==> config.mk <==
export PLATFORM = sky130hd
export DESIGN_NAME = iorecal_seq
export DESIGN_NICKNAME = d
export VERILOG_FILES = /design/src/rtl/iorecal_pkg.sv /design/src/rtl/iorecal_wait_timer.sv /design/src/rtl/iorecal_step_port.sv /design/src/rtl/iorecal_status.sv /design/src/rtl/iorecal_seq.sv
export SDC_FILE = /design/constraint.sdc
export NUM_CORES = 1
export LEC_CHECK = 0
export BUFFER_PORTS_ARGS = -buffer_cell sky130_fd_sc_hd__buf_4
export CAP_MARGIN = 5
export CELL_PAD_IN_SITES_DETAIL_PLACEMENT = 0
export CELL_PAD_IN_SITES_GLOBAL_PLACEMENT = 1
export CORE_UTILIZATION = 42
export DETAILED_ROUTE_END_ITERATION = 16
export PLACE_DENSITY_LB_ADDON = 0.15
export SYNTH_ARGS = -nofsm -noshare
export SYNTH_HDL_FRONTEND = slang
export SYNTH_SLANG_ARGS = --single-unit
==> constraint.sdc <==
create_clock -name clk -period 7.6 [get_ports clk]
set_clock_uncertainty 0.2 [all_clocks]
set_input_delay 1.52 -clock clk [delete_from_list [all_inputs] [get_ports clk]]
set_output_delay 1.52 -clock clk [all_outputs]
set_load 0.005 [all_outputs]
==> src/rtl/iorecal_pkg.sv <==
package iorecal_pkg;

  typedef enum logic [3:0] {
    ST_IDLE, ST_UNLOCK, ST_PERIOD, ST_CAL, ST_ISO,
    ST_RELOAD, ST_MUX, ST_DEISO, ST_LOCK, ST_FIN
  } rc_state_e;

  localparam logic [3:0] ERR_NONE   = 4'h0;
  localparam logic [3:0] ERR_CAL    = 4'h1;
  localparam logic [3:0] ERR_DEISO  = 4'h2;
  localparam logic [3:0] ERR_ISO    = 4'h4;
  localparam logic [3:0] ERR_RELOAD = 4'h8;

  localparam logic [1:0] CFG_ADDR_KEY    = 2'd0;
  localparam logic [1:0] CFG_ADDR_PERIOD = 2'd1;

  // successor of a step when it completes normally
  function automatic rc_state_e step_after(rc_state_e s);
    case (s)
      ST_UNLOCK: return ST_PERIOD;
      ST_PERIOD: return ST_CAL;
      ST_CAL:    return ST_ISO;
      ST_ISO:    return ST_RELOAD;
      ST_RELOAD: return ST_MUX;
      ST_MUX:    return ST_DEISO;
      ST_DEISO:  return ST_LOCK;
      ST_LOCK:   return ST_FIN;
      default:   return ST_IDLE;
    endcase
  endfunction

endpackage

==> src/rtl/iorecal_wait_timer.sv <==
module iorecal_wait_timer #(
  parameter int TIMEOUT_CYC = 64
) (
  input  logic clk,
  input  logic rst_n,
  input  logic clr_i,
  input  logic active_i,
  input  logic hit_i,
  output logic expired_o
);
  localparam int CW = (TIMEOUT_CYC < 2) ? 1 : $clog2(TIMEOUT_CYC + 1);
  localparam logic [CW-1:0] LAST = CW'(TIMEOUT_CYC - 1);

  logic [CW-1:0] cnt_q;

  always_ff @(posedge clk or negedge rst_n) begin
    if (!rst_n)                  cnt_q <= '0;
    else if (clr_i || !active_i) cnt_q <= '0;
    else if (cnt_q != LAST)      cnt_q <= cnt_q + 1'b1;
  end

  // a done arriving in the last allowed cycle wins over the limit
  assign expired_o = active_i && !hit_i && (cnt_q == LAST);
endmodule

==> src/rtl/iorecal_step_port.sv <==
module iorecal_step_port
  import iorecal_pkg::*;
#(
  parameter int          KEY_W      = 16,
  parameter logic [KEY_W-1:0] UNLOCK_KEY = 16'hAAAA,
  parameter logic [KEY_W-1:0] LOCK_KEY   = 16'hAAAB,
  parameter logic [KEY_W-1:0] REF_PERIOD = 16'h02EF
) (
  input  rc_state_e        st_i,
  input  logic             cal_done_i,
  input  logic             iso_done_i,
  input  logic             reload_done_i,
  input  logic             mux_ack_i,
  output logic             cal_req_o,
  output logic             iso_req_o,
  output logic             iso_on_o,
  output logic             reload_req_o,
  output logic             mux_req_o,
  output logic             cfg_wr_en_o,
  output logic [1:0]       cfg_wr_addr_o,
  output logic [KEY_W-1:0] cfg_wr_data_o,
  output logic             waiting_o,
  output logic             step_hit_o,
  output logic [3:0]       fail_code_o
);
  always_comb begin
    cal_req_o     = 1'b0;
    iso_req_o     = 1'b0;
    iso_on_o      = 1'b0;
    reload_req_o  = 1'b0;
    mux_req_o     = 1'b0;
    cfg_wr_en_o   = 1'b0;
    cfg_wr_addr_o = CFG_ADDR_KEY;
    cfg_wr_data_o = '0;
    waiting_o     = 1'b0;
    step_hit_o    = 1'b0;
    fail_code_o   = ERR_NONE;
    case (st_i)
      ST_UNLOCK: begin
        cfg_wr_en_o   = 1'b1;
        cfg_wr_data_o = UNLOCK_KEY;
      end
      ST_PERIOD: begin
        cfg_wr_en_o   = 1'b1;
        cfg_wr_addr_o = CFG_ADDR_PERIOD;
        cfg_wr_data_o = REF_PERIOD;
      end
      ST_LOCK: begin
        cfg_wr_en_o   = 1'b1;
        cfg_wr_data_o = LOCK_KEY;
      end
      ST_CAL: begin
        cal_req_o   = 1'b1;
        waiting_o   = 1'b1;
        step_hit_o  = cal_done_i;
        fail_code_o = ERR_CAL;
      end
      ST_ISO: begin
        iso_req_o   = 1'b1;
        iso_on_o    = 1'b1;
        waiting_o   = 1'b1;
        step_hit_o  = iso_done_i;
        fail_code_o = ERR_ISO;
      end
      ST_RELOAD: begin
        reload_req_o = 1'b1;
        waiting_o    = 1'b1;
        step_hit_o   = reload_done_i;
        fail_code_o  = ERR_RELOAD;
      end
      ST_MUX: begin
        mux_req_o   = 1'b1;
        waiting_o   = 1'b1;
        step_hit_o  = mux_ack_i;
        fail_code_o = ERR_DEISO;
      end
      ST_DEISO: begin
        iso_req_o   = 1'b1;
        waiting_o   = 1'b1;
        step_hit_o  = iso_done_i;
        fail_code_o = ERR_DEISO;
      end
      default: ;
    endcase
  end
endmodule

==> src/rtl/iorecal_status.sv <==
module iorecal_status (
  input  logic       clk,
  input  logic       rst_n,
  input  logic       accept_i,
  input  logic       fail_i,
  input  logic [3:0] fail_code_i,
  input  logic       publish_i,
  output logic [3:0] err_code_o
);
  logic [3:0] pend_q;
  logic [3:0] pub_q;

  always_ff @(posedge clk or negedge rst_n) begin
    if (!rst_n) begin
      pend_q <= '0;
      pub_q  <= '0;
    end else if (accept_i) begin
      pend_q <= '0;
      pub_q  <= '0;
    end else begin
      if (fail_i)    pend_q <= fail_code_i;
      if (publish_i) pub_q  <= pend_q;
    end
  end

  assign err_code_o = pub_q;
endmodule

==> src/rtl/iorecal_seq.sv <==
module iorecal_seq
  import iorecal_pkg::*;
#(
  parameter int               TIMEOUT_CYC = 64,
  parameter int               KEY_W       = 16,
  parameter logic [KEY_W-1:0] UNLOCK_KEY  = 16'hAAAA,
  parameter logic [KEY_W-1:0] LOCK_KEY    = 16'hAAAB,
  parameter logic [KEY_W-1:0] REF_PERIOD  = 16'h02EF
) (
  input  logic             clk,
  input  logic             rst_n,
  input  logic             start_i,
  output logic             busy_o,
  output logic             done_o,
  output logic [3:0]       err_code_o,
  output logic             cfg_wr_en_o,
  output logic [1:0]       cfg_wr_addr_o,
  output logic [KEY_W-1:0] cfg_wr_data_o,
  output logic             cal_req_o,
  input  logic             cal_done_i,
  output logic             iso_req_o,
  output logic             iso_on_o,
  input  logic             iso_done_i,
  output logic             reload_req_o,
  input  logic             reload_done_i,
  output logic             mux_req_o,
  input  logic             mux_ack_i
);
  rc_state_e  st_q, st_d;
  logic       waiting, step_hit, expired, accept;
  logic [3:0] fail_code;

  iorecal_step_port #(
    .KEY_W(KEY_W), .UNLOCK_KEY(UNLOCK_KEY),
    .LOCK_KEY(LOCK_KEY), .REF_PERIOD(REF_PERIOD)
  ) u_port (
    .st_i(st_q),
    .cal_done_i(cal_done_i), .iso_done_i(iso_done_i),
    .reload_done_i(reload_done_i), .mux_ack_i(mux_ack_i),
    .cal_req_o(cal_req_o), .iso_req_o(iso_req_o), .iso_on_o(iso_on_o),
    .reload_req_o(reload_req_o), .mux_req_o(mux_req_o),
    .cfg_wr_en_o(cfg_wr_en_o), .cfg_wr_addr_o(cfg_wr_addr_o),
    .cfg_wr_data_o(cfg_wr_data_o),
    .waiting_o(waiting), .step_hit_o(step_hit), .fail_code_o(fail_code)
  );

  iorecal_wait_timer #(.TIMEOUT_CYC(TIMEOUT_CYC)) u_timer (
    .clk(clk), .rst_n(rst_n), .clr_i(st_d != st_q),
    .active_i(waiting), .hit_i(step_hit), .expired_o(expired)
  );

  iorecal_status u_status (
    .clk(clk), .rst_n(rst_n), .accept_i(accept),
    .fail_i(expired), .fail_code_i(fail_code),
    .publish_i(st_q == ST_LOCK), .err_code_o(err_code_o)
  );

  assign busy_o = (st_q != ST_IDLE) && (st_q != ST_FIN);
  assign done_o = (st_q == ST_FIN);
  assign accept = start_i && !busy_o;

  always_comb begin
    st_d = st_q;
    case (st_q)
      ST_IDLE, ST_FIN:     st_d = accept ? ST_UNLOCK : ST_IDLE;
      ST_UNLOCK, ST_PERIOD,
      ST_LOCK:             st_d = step_after(st_q);
      default: begin
        if (step_hit)     st_d = step_after(st_q);
        else if (expired) st_d = ST_LOCK;
      end
    endcase
  end

  always_ff @(posedge clk or negedge rst_n) begin
    if (!rst_n) st_q <= ST_IDLE;
    else        st_q <= st_d;
  end
endmodule

==> flow_summary.ini <==
[floorplan]
fp.dieW_um = 62.4
io_pins = 37
dieHeight_um = 62.4
die_area_mm2 = 0.00389
core_mm2 = 0.00342
start_util = 0.448
rows = 21

[timing]
setup-violations-final = 0
hold_violations = 0
rsz0062_at_grt = no
finalWorstSetupSlack_ns = 3.55
fin_setup_tns_ns = 0
post-route-min-period_ns = 4.05
finalMaxSlewViolations = 0
max_freq_mhz = 247
slew_headroom = 0.569
fin_crit_sh = 0.532
tightest_slew_ns = 0.640

[final_layout]
fin_nets = 206
area_delta_synth_final_pct = 10.5
drive_above_1_share = 0.240
num_antenna_cells = 0
fillers = 340

[worst_setup_path]
cp-end-kind = output port
arrival_ns = 2.33
crit_type = reg -> out
crit_path_max_fanout = 11
critPathLaunchType = flip-flop
cp_data_required_time_ns = 5.88

[yosys]
synth_top_area_share = 0.310
synth-edff-count = 0
synth_ff_type = dfrtp_1
synth_top_area_cell = dfrtp_1
postSynthAreaPerCell_um2 = 8.70
ys_seq_elements = 19
synthArstFlopShare = 1.00
yosys-top-cells-area = dfrtp_1 (31%), buf_4 (7.8%), mux2i_1 (6.5%)
syn-cell-area_mm2 = 0.00153
syn_inst = 176
synthDistinctLibCells = 49
synth-warning-count = 0
ys_seq_area_frac = 0.310

[placed_design]
io_buffers = 30
hpwl_um = 2480
place_congestion = 0.842
pre_cts_ws_ns = 3.92

[global_route]
grt_pass1_vias = 1224
antenna_found_initial = 0
grt_first_pass_wirelength_um = 5650
track_usage = 0.179
grt_max_degree = 20
overflow = 0

[clock_tree]
cts.clk_slew.worst_paths_ns = 0.10
cts_resized = 0
clock_path_buffers = 2
tritoncts = done
postCtsSetupBuffers = 0
clock_sinks = 19
cts_made_buffers = 3
clockRootBuffer = clkbuf_4
cts_max_level = 1
insertion_delay_ns = 0.29
cts_hold_buffers = 0

[routing]
drc = 0
wl_per_cell_um = 14.1
drt_first_pass_iters = 4
antenna_left = 0
vias = 1294
wirelength_um = 3360
viasPerCell = 5.44
first_iter_violations = 81

[outcome]
outcome = complete, no violations

[job]
maxCapViolCount = 0

[worst_hold_path]
hold_path.class = reg -> reg

[power_and_ir_drop]
p_leak_nw = 0.815
vdd_ir_drop_max_mv = 0.0986
powerDensity_mw_per_mm2 = 101
layer usage:
layer | vias to the layer above | track usage | part of all wire
met3 | 0 | 0.0401 | 0.049
met4 | 0 | 0.0203 | 0
met2 | 40 | 0.313 | 0.50
met5 | - | 0 | 0
met1 | 624 | 0.233 | 0.45
li1 | 630 | - | -
cells by family (layout without fill, tap and decap cells):
group	count (synthesis)	count (layout)	share of synthesized area
AOI/OAI and AO/OA	34	34	0.175
xor gates and xnor gates	2	2	0.0114
adders and majority gates	6	6	0.0490
buffers and inverters	31	42	0.128
DFF	19	19	0.310
muxes	10	10	0.0654
other	1	6	0.00245
and+or+nand+nor	73	73	0.258
worst max-delay path, cell delays in order (launching register included):
cell and delay [ns]:
dfrtp_1 0.50, inv_1 0.22, ha_1 0.47, nor3_1 0.12, nor3_1 0.52, buf_4 0.21
final timing paths:
| kind | start | cells past startpoint | to | slack, ns |
|---|---|---|---|---|
| max | st_q[0]$_DFF_PN0_ | 5 | cfg_wr_data_o[9] | 3.55 |
| min | u_timer.cnt_q[6]$_DFFE_PN0P_ | 2 | u_timer.cnt_q[6]$_DFFE_PN0P_ | 0.31 |
| max reg2reg | st_q[0]$_DFF_PN0_ | 8 | u_timer.cnt_q[0]$_DFFE_PN0P_ | 4.45 |
| min reg2reg | u_timer.cnt_q[6]$_DFFE_PN0P_ | 2 | u_timer.cnt_q[6]$_DFFE_PN0P_ | 0.31 |
| max in group asynchronous | rst_n | 1 | u_timer.cnt_q[1]$_DFFE_PN0P_ | 6.12 |
| min in group asynchronous | rst_n | 1 | u_status.pend_q[2]$_DFFE_PN0P_ | 0.88 |
where the power goes:
group	switching [mW]	leakage [nW]	internal [mW]	total [mW]
clock	0.0298	0.0150	0.0204	0.0502
sequential	0.00132	0.244	0.102	0.104
combinational	0.00998	0.556	0.00735	0.0173
total	0.0411	0.815	0.130	0.171
sequential cells by signal, summed over array words and instances (netlist names):
| signal | cells |
|---|---|
| u_timer.cnt_q | 7 |
| st_q | 4 |
| u_status.pend_q | 4 |
| u_status.err_code_o | 4 |
placed cells by master (no fill, tap or decap), types with 3 or more instances in the layout:
cell      instances
o21ai_1           4
buf_4            30
nand2b_1          4
nor2_1           19
mux2i_1          10
a21oi_1           6
dfrtp_1          19
clkbuf_4          3
nor3_1           12
o211ai_1          3
nand2_1          13
inv_1             8
conb_1            6
o21ai_0           6
nand3_1           7
ha_1              6
final cells by class:
| class | count | area (um^2) | share of cell area |
|---|---|---|---|
| sequential | 19 | 475 | 0.281 |
| tap | 46 | 57.6 | 0.0340 |
| timing repair buffer | 30 | 225 | 0.133 |
| multi-input combinational | 131 | 878 | 0.519 |
| inverter | 8 | 30.0 | 0.0177 |
| clock buffer | 4 | 26.3 | 0.0155 |
stage by stage:
| stage | utilization | total power, mW | instances | hold WS, ns | cell area, um^2 |
|---|---|---|---|---|---|
| after floorplan | - | 0.117 | 181 | 0.279 | 1550 |
| after global placement | 0.488 | 0.123 | 234 | 0.296 | 1670 |
| after detailed placement | 0.488 | 0.123 | 234 | 0.299 | 1670 |
| after CTS | 0.496 | 0.173 | 238 | 0.315 | 1690 |
| after global routing | 0.496 | 0.181 | 238 | 0.374 | 1690 |
| final | 0.496 | 0.171 | 238 | 0.310 | 1690 |
cells in the mapped netlist (all sizes together) (2+ instances only):
cell and count:
nor2b 3, a21oi 6, nor2 19, inv 8, nand2 13, or2 2, nand3 7, mux2i 10
o21ai 10, and2 5, o211ai 3, nor4 3, nor3 13, dfrtp 19, ha 6, nand2b 4
buf 22
Power figures use the tool's default switching activity.
